### src/rtl/sched_pkg.sv
package sched_pkg;
    typedef enum logic [2:0] {
        ST_FREE   = 3'd0,
        ST_WAIT   = 3'd1,
        ST_READY  = 3'd2,
        ST_ISSUED = 3'd3,
        ST_DONE   = 3'd4
    } slot_state_t;
endpackage

### src/rtl/sched_slot.sv
module sched_slot
    import sched_pkg::*;
#(
    parameter int TAGW = 4,
    parameter int LATW = 3
) (
    input  logic            clk,
    input  logic            rst_n,
    input  logic            alloc_i,
    input  logic [TAGW-1:0] a_dst_i,
    input  logic [TAGW-1:0] a_s0_tag_i,
    input  logic            a_s0_rdy_i,
    input  logic [TAGW-1:0] a_s1_tag_i,
    input  logic            a_s1_rdy_i,
    input  logic [LATW-1:0] a_lat_i,
    input  logic            wk_v_i,
    input  logic [TAGW-1:0] wk_tag_i,
    input  logic            bc_v_i,
    input  logic [TAGW-1:0] bc_tag_i,
    input  logic            iss_gnt_i,
    input  logic            wb_gnt_i,
    output logic            used_o,
    output logic            exec_o,
    output logic            iss_req_o,
    output logic            wb_req_o,
    output logic [TAGW-1:0] dst_o
);
    slot_state_t     st, st_n;
    logic            s0_ok, s1_ok, s0_n, s1_n;
    logic [LATW-1:0] cnt, cnt_n;
    logic [TAGW-1:0] dst_q, s0_tag, s1_tag;
    logic [LATW-1:0] lat_q;

    function automatic logic tag_hit(input logic [TAGW-1:0] t);
        return (wk_v_i && (wk_tag_i == t)) || (bc_v_i && (bc_tag_i == t));
    endfunction

    // next-state logic
    always_comb begin
        st_n  = st;
        s0_n  = s0_ok;
        s1_n  = s1_ok;
        cnt_n = cnt;
        unique case (st)
            ST_FREE: begin
                if (alloc_i) begin
                    s0_n = a_s0_rdy_i || tag_hit(a_s0_tag_i);
                    s1_n = a_s1_rdy_i || tag_hit(a_s1_tag_i);
                    st_n = (s0_n && s1_n) ? ST_READY : ST_WAIT;
                end
            end
            ST_WAIT: begin
                s0_n = s0_ok || tag_hit(s0_tag);
                s1_n = s1_ok || tag_hit(s1_tag);
                if (s0_n && s1_n) st_n = ST_READY;
            end
            ST_READY: begin
                if (iss_gnt_i) begin
                    st_n  = ST_ISSUED;
                    cnt_n = (lat_q == '0) ? LATW'(1) : lat_q;
                end
            end
            ST_ISSUED: begin
                if (cnt == LATW'(1)) st_n = wb_gnt_i ? ST_FREE : ST_DONE;
                else                 cnt_n = cnt - LATW'(1);
            end
            ST_DONE: begin
                if (wb_gnt_i) st_n = ST_FREE;
            end
            default: st_n = ST_FREE;
        endcase
    end

    // state register
    always_ff @(posedge clk) begin
        if (!rst_n) begin
            st    <= ST_FREE;
            s0_ok <= 1'b0;
            s1_ok <= 1'b0;
            cnt   <= '0;
        end else begin
            st    <= st_n;
            s0_ok <= s0_n;
            s1_ok <= s1_n;
            cnt   <= cnt_n;
        end
    end

    // payload captured on allocation
    always_ff @(posedge clk) begin
        if (!rst_n) begin
            dst_q  <= '0;
            s0_tag <= '0;
            s1_tag <= '0;
            lat_q  <= '0;
        end else if (alloc_i && st == ST_FREE) begin
            dst_q  <= a_dst_i;
            s0_tag <= a_s0_tag_i;
            s1_tag <= a_s1_tag_i;
            lat_q  <= a_lat_i;
        end
    end

    // outputs
    always_comb begin
        used_o    = (st != ST_FREE);
        exec_o    = (st == ST_ISSUED) || (st == ST_DONE);
        iss_req_o = (st == ST_READY);
        wb_req_o  = ((st == ST_ISSUED) && (cnt == LATW'(1))) || (st == ST_DONE);
        dst_o     = dst_q;
    end

    AST_NO_SAME_CYCLE_ISSUE: assert property (@(posedge clk) disable iff (!rst_n)
        alloc_i |-> !iss_gnt_i);
    AST_WAIT_NOT_GRANTED: assert property (@(posedge clk) disable iff (!rst_n)
        (st == ST_WAIT) |-> !iss_gnt_i);
    AST_LAT_COUNTDOWN: assert property (@(posedge clk) disable iff (!rst_n)
        (st == ST_ISSUED && cnt != LATW'(1)) |=> (st == ST_ISSUED));
endmodule

### src/rtl/sched_oldest.sv
module sched_oldest #(
    parameter int N = 8
) (
    input  logic [N-1:0]        req_i,
    input  logic [N-1:0][N-1:0] older_i,
    output logic [N-1:0]        gnt_o
);
    // older_i[j][i] = 1 when slot j was dispatched before slot i
    always_comb begin
        gnt_o = '0;
        for (int i = 0; i < N; i++) begin
            logic blocked;
            blocked = 1'b0;
            for (int j = 0; j < N; j++) begin
                blocked = blocked | (req_i[j] & older_i[j][i]);
            end
            gnt_o[i] = req_i[i] & ~blocked;
        end
    end
endmodule

### src/rtl/sched_rr.sv
module sched_rr #(
    parameter int NU = 2,
    parameter int UW = 1
) (
    input  logic          clk,
    input  logic          rst_n,
    input  logic [NU-1:0] busy_i,
    input  logic          take_i,
    output logic          avail_o,
    output logic [UW-1:0] unit_o
);
    logic [UW-1:0] ptr;

    always_comb begin
        avail_o = 1'b0;
        unit_o  = '0;
        for (int k = NU - 1; k >= 0; k--) begin
            if (!busy_i[(int'(ptr) + k) % NU]) begin
                avail_o = 1'b1;
                unit_o  = UW'((int'(ptr) + k) % NU);
            end
        end
    end

    always_ff @(posedge clk) begin
        if (!rst_n)      ptr <= '0;
        else if (take_i) ptr <= (int'(unit_o) == NU - 1) ? '0 : unit_o + UW'(1);
    end

    AST_RR_MOVES_ON: assert property (@(posedge clk) disable iff (!rst_n)
        (NU > 1 && take_i) |=> (ptr != $past(unit_o)));
endmodule

### src/rtl/issue_sched.sv
module issue_sched
    import sched_pkg::*;
#(
    parameter int DEPTH  = 8,
    parameter int NUNITS = 2,
    parameter int TAGW   = 4,
    parameter int LATW   = 3,
    localparam int UW    = (NUNITS > 1) ? $clog2(NUNITS) : 1,
    localparam int CW    = $clog2(DEPTH + 1)
) (
    input  logic              clk,
    input  logic              rst_n,
    input  logic              disp_valid,
    input  logic [TAGW-1:0]   disp_dst,
    input  logic [TAGW-1:0]   disp_src0_tag,
    input  logic              disp_src0_rdy,
    input  logic [TAGW-1:0]   disp_src1_tag,
    input  logic              disp_src1_rdy,
    input  logic [LATW-1:0]   disp_lat,
    output logic              full,
    input  logic              wake_valid,
    input  logic [TAGW-1:0]   wake_tag,
    input  logic [NUNITS-1:0] unit_busy,
    output logic              issue_valid,
    output logic [UW-1:0]     issue_unit,
    output logic [TAGW-1:0]   issue_tag,
    output logic              wb_valid,
    output logic [TAGW-1:0]   wb_tag,
    output logic [CW-1:0]     occupancy,
    output logic [CW-1:0]     inflight
);
    logic [DEPTH-1:0]            used_v, exec_v, iss_req, wb_req;
    logic [DEPTH-1:0]            alloc, iss_pick, iss_gnt, wb_gnt;
    logic [TAGW-1:0]             dst_a [DEPTH];
    logic [DEPTH-1:0][DEPTH-1:0] older;
    logic                        unit_avail;

    // lowest free slot takes the dispatch
    always_comb begin
        logic found;
        found = 1'b0;
        alloc = '0;
        for (int i = 0; i < DEPTH; i++) begin
            if (!used_v[i] && !found) begin
                alloc[i] = disp_valid;
                found    = 1'b1;
            end
        end
    end

    assign full = &used_v;

    generate
        for (genvar g = 0; g < DEPTH; g++) begin : g_slot
            sched_slot #(.TAGW(TAGW), .LATW(LATW)) u_slot (
                .clk        (clk),
                .rst_n      (rst_n),
                .alloc_i    (alloc[g]),
                .a_dst_i    (disp_dst),
                .a_s0_tag_i (disp_src0_tag),
                .a_s0_rdy_i (disp_src0_rdy),
                .a_s1_tag_i (disp_src1_tag),
                .a_s1_rdy_i (disp_src1_rdy),
                .a_lat_i    (disp_lat),
                .wk_v_i     (wake_valid),
                .wk_tag_i   (wake_tag),
                .bc_v_i     (wb_valid),
                .bc_tag_i   (wb_tag),
                .iss_gnt_i  (iss_gnt[g]),
                .wb_gnt_i   (wb_gnt[g]),
                .used_o     (used_v[g]),
                .exec_o     (exec_v[g]),
                .iss_req_o  (iss_req[g]),
                .wb_req_o   (wb_req[g]),
                .dst_o      (dst_a[g])
            );
        end
    endgenerate

    // age matrix: a new slot is younger than every occupied slot
    always_ff @(posedge clk) begin
        if (!rst_n) begin
            older <= '0;
        end else begin
            for (int n = 0; n < DEPTH; n++) begin
                if (alloc[n]) begin
                    for (int k = 0; k < DEPTH; k++) begin
                        older[k][n] <= used_v[k];
                        older[n][k] <= 1'b0;
                    end
                end
            end
        end
    end

    sched_oldest #(.N(DEPTH)) u_iss_pick (
        .req_i   (iss_req),
        .older_i (older),
        .gnt_o   (iss_pick)
    );

    sched_oldest #(.N(DEPTH)) u_wb_pick (
        .req_i   (wb_req),
        .older_i (older),
        .gnt_o   (wb_gnt)
    );

    sched_rr #(.NU(NUNITS), .UW(UW)) u_rr (
        .clk     (clk),
        .rst_n   (rst_n),
        .busy_i  (unit_busy),
        .take_i  (issue_valid),
        .avail_o (unit_avail),
        .unit_o  (issue_unit)
    );

    assign iss_gnt     = unit_avail ? iss_pick : '0;
    assign issue_valid = unit_avail && (|iss_req);
    assign wb_valid    = |wb_req;

    always_comb begin
        issue_tag = '0;
        wb_tag    = '0;
        occupancy = '0;
        inflight  = '0;
        for (int i = 0; i < DEPTH; i++) begin
            if (iss_gnt[i]) issue_tag = issue_tag | dst_a[i];
            if (wb_gnt[i])  wb_tag    = wb_tag | dst_a[i];
            occupancy = occupancy + CW'(used_v[i]);
            inflight  = inflight + CW'(exec_v[i]);
        end
    end

    AST_ISSUE_UNIT_FREE: assert property (@(posedge clk) disable iff (!rst_n)
        issue_valid |-> !unit_busy[issue_unit]);
    AST_ONE_ISSUE: assert property (@(posedge clk) disable iff (!rst_n)
        $onehot0(iss_gnt));
    AST_ONE_WB: assert property (@(posedge clk) disable iff (!rst_n)
        $onehot0(wb_gnt));
    AST_WB_NEEDS_EXEC: assert property (@(posedge clk) disable iff (!rst_n)
        wb_valid |-> (inflight != '0));
    AST_FULL_HOLDS: assert property (@(posedge clk) disable iff (!rst_n)
        (full && !wb_valid) |=> full);
    AST_INFLIGHT_LE_OCC: assert property (@(posedge clk) disable iff (!rst_n)
        inflight <= occupancy);
endmodule

### config.mk
export PLATFORM = sky130hd
export DESIGN_NAME = issue_sched
export DESIGN_NICKNAME = d
export VERILOG_FILES = /design/src/rtl/sched_pkg.sv /design/src/rtl/sched_slot.sv /design/src/rtl/sched_oldest.sv /design/src/rtl/sched_rr.sv /design/src/rtl/issue_sched.sv
export SDC_FILE = /design/constraint.sdc
export NUM_CORES = 1
export LEC_CHECK = 0
export ABC_CLOCK_PERIOD_IN_PS = 6300
export BUFFER_PORTS_ARGS = -buffer_cell sky130_fd_sc_hd__buf_2
export CORE_AREA = 2 2 166 168
export DETAILED_ROUTE_END_ITERATION = 8
export DIE_AREA = 0 0 168 170
export PLACE_DENSITY = 0.81
export REMOVE_ABC_BUFFERS = 1
export SYNTH_ARGS = -nofsm -noshare
export SYNTH_HDL_FRONTEND = slang
export SYNTH_SLANG_ARGS = --single-unit
### constraint.sdc
create_clock -name clk -period 6.3 [get_ports clk]
set_input_delay 0.315 -clock clk [delete_from_list [all_inputs] [get_ports clk]]
set_output_delay 0.315 -clock clk [all_outputs]
set_load 0.05 [all_outputs]
==> results.json, run 1 <==
{
  "postCtsSetupRepairBufs": 0,
  "clock_path_buffers": 3,
  "wl_um": 55100,
  "finalHoldViolations": 0,
  "most_instantiated_flip_flop_cell_in_the_synthesis_netlist": "dfxtp_1",
  "cp_top_family": "compound AO/OA/AOI/OAI gates",
  "synth_enable_flop_cells": 0,
  "setup_total_negative_slack_ns": 0,
  "arrival_ns": 5.43,
  "synth_warnings": 0,
  "path_max_fanout": 17,
  "ff2ff_path_depth": 12,
  "critical-path-top-cell-by-count": "a21oi_1",
  "synthesis.instances": 1866,
  "route.detailed.drc": 0,
  "global_route.usage.met3_pct": 6.74,
  "cells_traversed_along_the_worst_timing_path": "nor3b_2 -> a21oi_1 -> o2111ai_1 -> nor4_1 -> a2111oi_2 -> o2111ai_2 -> buf_4 -> or3_1 -> a2111oi_0 -> o22ai_1 -> a21oi_1 -> a221oi_1",
  "cts-hold-fix-buffers": 0,
  "synth-adder-area-share_pct": 3.32,
  "vdd_drop_max_mv": 0.234,
  "io_buffers": 46,
  "timing.final.crit_period_ns": 5.07,
  "overflow": 0,
  "sort_of_element_at_the_end_of_the_critical_path": "flop",
  "rsz_0062_raised_after_global_routing": "false",
  "insertion_delay_ns": 0.55,
  "max_cap_violations": 0,
  "final_core_util_pct": 57.8,
  "synth.yosys.seq_area_share_pct": 33.9,
  "status": "finished clean",
  "detailed_routing_iteration_count_for_the_pre_antenna_repair_pass": 8,
  "start_util_pct": 53.4,
  "drt_iter0_drc": 1692,
  "final.hold.worst_slack_ns": 0.0743,
  "synth_top_family_by_area": "simple AND/OR/NAND/NOR gates",
  "layout-drive-gt1-share_pct": 9.57,
  "core_region_area_sq_um": 26700,
  "routedWlPerCell_um": 25.1,
  "yosys-top-cells-area": "dfxtp_1, nand2_1, a21oi_1",
  "tritoncts": "done",
  "num_vias": 14501,
  "ys_seq_elements": 241,
  "synth-simple-area-share_pct": 25.7,
  "setup.worst_path.start_class": "flop",
  "asyncSetResetFlopFracSynth_pct": 0,
  "post_cts_resized": 0,
  "worst_pin_slew_ns": 1.22,
  "timing.slew.headroom_pct": 18.7,
  "crit_path_top_delay_cell": "o2111ai_1",
  "setup.worst_path.class": "reg2reg",
  "crit_path_depth": 12,
  "hp-class": "in2reg",
  "critPathRequiredTime_ns": 6.66,
  "dp_hpwl_um": 39000,
  "post_synth_xor_area_fraction_pct": 7.93,
  "period_share_pct": 80.4,
  "drt-vias-per-instance": 6.61,
  "cts_root_buffer": "clkbuf_16",
  "setup_viol": 0,
  "dpl_cell_area_sq_um": 14600,
  "clkTransAtPathRegs_ns": 0.06,
  "synth_top_area_cell": "dfxtp_1",
  "fmaxAchievable_ghz": 0.197,
  "finClkSkew_ns": 0.0123,
  "cp.buffers_inverters": 1,
  "powerDensity_nw_per_um2": 327,
  "numClockSinks": 241,
  "detail-route-antenna-nets": 0,
  "die_area_sq_um": 28600,
  "yosys.area.top_type_share_pct": 33.9,
  "syn-mean-instance-area_sq_um": 7.63,
  "synth.lib_cells_used.distinct": 83,
  "use_met1_pct": 48.2,
  "netlist_area_sq_um": 14200,
  "yosys-mux-area-fraction_pct": 0.501,
  "cpPeakStageDelay_ns": 0.59,
  "dpl.cell_count": 2145,
  "compound_cell_area_share_of_the_yosys_netlist_pct": 22.6,
  "grt_pass1_wl_um": 82900,
  "cts-buffers-inserted": 27,
  "global_route.usage.total_pct": 37.9,
  "grt_start_max_net_pins": 137,
  "boundaryPins": 47,
  "number_of_global_route_vias_before_repair": 13713,
  "place_congestion": 1.05,
  "cts_max_level": 1,
  "die_boundary_height_um": 170,
  "design_area_sq_um": 15400,
  "core.rowCount": 60,
  "worstHoldPathCells": 3,
  "static-leakage-power_nw": 5.82,
  "stdcell_count": 2193,
  "number_of_antenna_violations_at_the_first_check_in_global_routing": 2,
  "groute.layer.met2.usage_pct": 62.1,
  "grt_most_used_layer": "met2",
  "die_width_um": 168,
  "area.growth.synth_to_final_pct": 8.26,
  "slew_limit_fails": 0,
  "final_net_count": 1893
}
stage by stage:
stage	total power, mW	setup WS, ns
CTS	4.99	1.43
floorplan	2.89	1.51
detailed placement	3.46	1.44
global placement	3.42	1.39
global route	5.23	0.917
finish	5.04	1.23
worst register-to-register path: stages (launching register included):
cell and delay [ns]:
dfxtp_1 0.47, nor3b_2 0.53, a21oi_1 0.20, o2111ai_1 0.59, nor4_1 0.13, a2111oi_2 0.37, o2111ai_2 0.57, buf_4 0.42
or3_1 0.35, a2111oi_0 0.59, o22ai_1 0.30, a21oi_1 0.26, a221oi_1 0.10
logic make-up after synthesis:
kind of cell	Yosys count
AOI/OAI and AO/OA	492
xor gates and xnor gates	129
adders and majority gates	33
buffers and inverters	210
DFF	241
muxes	7
and+or+nand+nor	754
worst paths after layout:
kind	slack, ns	startpoint	end
worst min register to register	0.45	g_slot[2].u_slot.lat_q[0]	g_slot[2].u_slot.lat_q[0]
worst min-delay path	0.07	disp_dst[2]	g_slot[1].u_slot.dst_o[2]
worst max-delay path	1.23	g_slot[0].u_slot.st[2]	g_slot[3].u_slot.st[0]
worst max register to register	1.23	g_slot[0].u_slot.st[2]	g_slot[3].u_slot.st[0]
synthesized netlist by cell type, types with 11 or more instances:
| cell type | n |
|---|---|
| nand2_1 | 340 |
| dfxtp_1 | 241 |
| a21oi_1 | 222 |
| nor2_1 | 128 |
| clkbuf_1 | 106 |
| xor2_1 | 106 |
| inv_1 | 61 |
| nor3_1 | 50 |
| nand3_1 | 48 |
| o21ai_0 | 47 |
| a22oi_1 | 43 |
| ha_1 | 25 |
| or3_1 | 24 |
| xnor2_1 | 23 |
| and3_1 | 20 |
| nand4_1 | 20 |
| nor4bb_1 | 20 |
| a211oi_1 | 19 |
| a221oi_1 | 17 |
| nor3b_1 | 15 |
| a2111oi_0 | 14 |
| nor4_1 | 14 |
| buf_2 | 13 |
| buf_1 | 12 |
| or2_2 | 12 |
| o21a_1 | 11 |
final cells by class:
cell class | instances | area, sq um
fill | 2455 | 11200
multi-input combinational | 1415 | 8560
sequential | 241 | 4820
clock buffer | 38 | 767
timing repair buffer | 83 | 508
tap | 341 | 427
inverter | 65 | 249
clock inverter | 8 | 71.3
antenna | 2 | 5.00
where the power goes:
group	internal [mW]	leakage [nW]	switching, mW	total (mW)
clock network	0.882	0.414	0.663	1.54
logic	0.477	3.45	1.13	1.61
registers	1.67	1.95	0.215	1.89
placed cells by master (no fill, tap or decap), types with 23 or more instances in the layout:
cell / instances
nand2_1: 340
dfxtp_1: 241
a21oi_1: 222
nor2_1: 126
xor2_1: 106
inv_1: 61
nor3_1: 50
nand3_1: 47
o21ai_0: 47
buf_2: 46
a22oi_1: 43
buf_4: 37
clkbuf_16: 27
ha_1: 25
or3_1: 24
xnor2_1: 23
registers in the layout (all words and copies together), names as in the netlist, 24 cells and up:
signal                cells
older                    56
g_slot.u_slot.dst_o      32
g_slot.u_slot.s0_tag     32
g_slot.u_slot.s1_tag     32
g_slot.u_slot.cnt        24
g_slot.u_slot.lat_q      24
g_slot.u_slot.st         24
per-layer routing:
metal	share of wire (%)	vias to the layer above
met4	5.8	0
met2	45	830
met3	9.6	228
li1	-	6508
met5	0	-
met1	40	6935
No activity file was read; power rests on OpenSTA's default activity.
==> inputs of run 2 (changes only) <==
Settings changed: ABC_CLOCK_PERIOD_IN_PS 6300 to 4500, PLACE_DENSITY 0.81 to 0.84.
Clock period 6.3 ns to 4.5 ns, I/O delays scaled along.
==> results.json, run 2 (synthesis gave the netlist of run 1 again) <==
{
  "final.hold.worst_slack_ns": 0.0381,
  "insertion_delay_ns": 0.55,
  "dp_hpwl_um": 39000,
  "dpl.cell_count": 2223,
  "static-leakage-power_nw": 6.32,
  "finalHoldViolations": 0,
  "grt_pass1_wl_um": 82100,
  "arrival_ns": 4.15,
  "vdd_drop_max_mv": 0.356,
  "setup.worst_path.start_class": "flop",
  "numClockSinks": 241,
  "route.detailed.drc": 0,
  "routedWlPerCell_um": 23.9,
  "largest-register": "older",
  "cts_max_level": 1,
  "detailed_routing_iteration_count_for_the_pre_antenna_repair_pass": 7,
  "clkTransAtPathRegs_ns": 0.06,
  "overflow": 0,
  "final_core_util_pct": 61.0,
  "rsz_0062_raised_after_global_routing": "false",
  "core.rowCount": 60,
  "die_area_sq_um": 28600,
  "die_width_um": 168,
  "global_route.usage.total_pct": 37.3,
  "antenna_cells_inserted": 0,
  "commonest_non_fill_non_tap_cell_in_the_layout": "nand2_1",
  "drt-vias-per-instance": 6.56,
  "totalPowerFinal_mw": 7.24,
  "timing.slew.headroom_pct": 3.95,
  "layout-drive-gt1-share_pct": 14.2,
  "final_net_count": 1982,
  "wl_um": 54600,
  "io_buffers": 46,
  "detailedPlace.worstSlack_ns": 0.115,
  "final_worst_slack_ns": 0.127,
  "start_util_pct": 53.4,
  "setup.worst_path.class": "reg2out",
  "fmaxAchievable_ghz": 0.229,
  "timing.final.crit_period_ns": 4.37,
  "worst_pin_slew_ns": 1.43,
  "status": "finished clean",
  "die_boundary_height_um": 170,
  "slew_limit_fails": 0,
  "boundaryPins": 47,
  "core_region_area_sq_um": 26700,
  "number_of_global_route_vias_before_repair": 14244,
  "largest_reg_flops": 56,
  "critPathRequiredTime_ns": 4.28,
  "path_max_fanout": 13,
  "hp-class": "in2reg",
  "powerDensity_nw_per_um2": 445,
  "area.growth.synth_to_final_pct": 14.1,
  "setup_viol": 0,
  "drt_iter0_drc": 1742,
  "tritoncts": "done",
  "sort_of_element_at_the_end_of_the_critical_path": "output pin",
  "cts-buffers-inserted": 28,
  "period_share_pct": 97.2,
  "final_cell_mix": "nand2_1, dfxtp_1, a21oi_1",
  "number_of_antenna_violations_at_the_first_check_in_global_routing": 0,
  "max_cap_violations": 0,
  "filler_cell_count": 2367,
  "detail-route-antenna-nets": 0,
  "finClkSkew_ns": 0.00938,
  "stdcell_count": 2285,
  "grt_start_max_net_pins": 102,
  "clock_path_buffers": 3,
  "cts_root_buffer": "clkbuf_16",
  "num_vias": 14997,
  "place_congestion": 1.12
}
## run 2: cell types whose count changed in the layout (fill, tap and decap cells not counted), sizes merged
cell	before	now
buf	83	166
bufinv	1	0
clkbuf	38	46
clkinv	7	8
diode	2	0
dlygate4sd3	0	4
inv	64	63
## run 2: repair_timing
action	CTS	global route
resized for setup	6	17
endpoints found under the hold margin	27	0
hold buffers	4	0
setup buffers	0	6
setup endpoints to repair	4	24
pin swaps	0	2
## run 2: area by class of cell
cell class                 instances  area, sq um  share of cell area (%)
multi-input combinational       1415         8610                    53.0
sequential                       241         4830                    29.7
timing repair buffer             171         1240                    7.61
clock buffer                      45          856                    5.27
tap                              341          427                    2.62
inverter                          65          249                    1.53
clock inverter                     7         37.5                   0.231
## run 2: final timing paths
| kind | start | to | slack (ns) | cells past startpoint |
|---|---|---|---|---|
| worst min register to register | g_slot[5].u_slot.lat_q[0] | g_slot[5].u_slot.lat_q[0] | 0.46 | 2 |
| worst max register to register | g_slot[4].u_slot.cnt[0] | g_slot[7].u_slot.st[0] | 0.24 | 14 |
| worst max-delay path | g_slot[3].u_slot.st[2] | inflight[1] | 0.13 | 12 |
| worst min-delay path | unit_busy[0] | u_rr.ptr | 0.04 | 4 |
## run 2: per-layer routing
| layer | global-route usage (%) | share of wire (%) |
|---|---|---|
| met2 | 60.9 | 44 |
| met4 | 20.2 | 6.4 |
| met3 | 7.84 | 12 |
| met5 | 1.22 | 0.12 |
| met1 | 46.2 | 37 |
## run 2: worst max-delay path, cell delays in order (launching register included)
cell      delay [ns]
dfxtp_1         0.38
nand3b_1        0.31
buf_6           0.22
and2_1          0.15
fa_1            0.47
inv_1           0.05
fa_1            0.51
fa_1            0.56
ha_1            0.16
inv_1           0.05
fa_1            0.43
inv_1           0.06
buf_2           0.25
## run 2: where the power goes
part           switching (mW)  internal [mW]  total [mW]
clock                   0.921           1.29        2.21
sequential              0.281           2.35        2.63
combinational            1.65          0.745        2.40
## run 2: metrics by stage
step,setup TNS [ns],area [sq um]
3_5_place_dp,0,15200
5_1_grt,0,16300
4_1_cts,0,16100
2_1_floorplan,-1.62,13600
3_3_place_gp,0,15200
6_report,0,16300
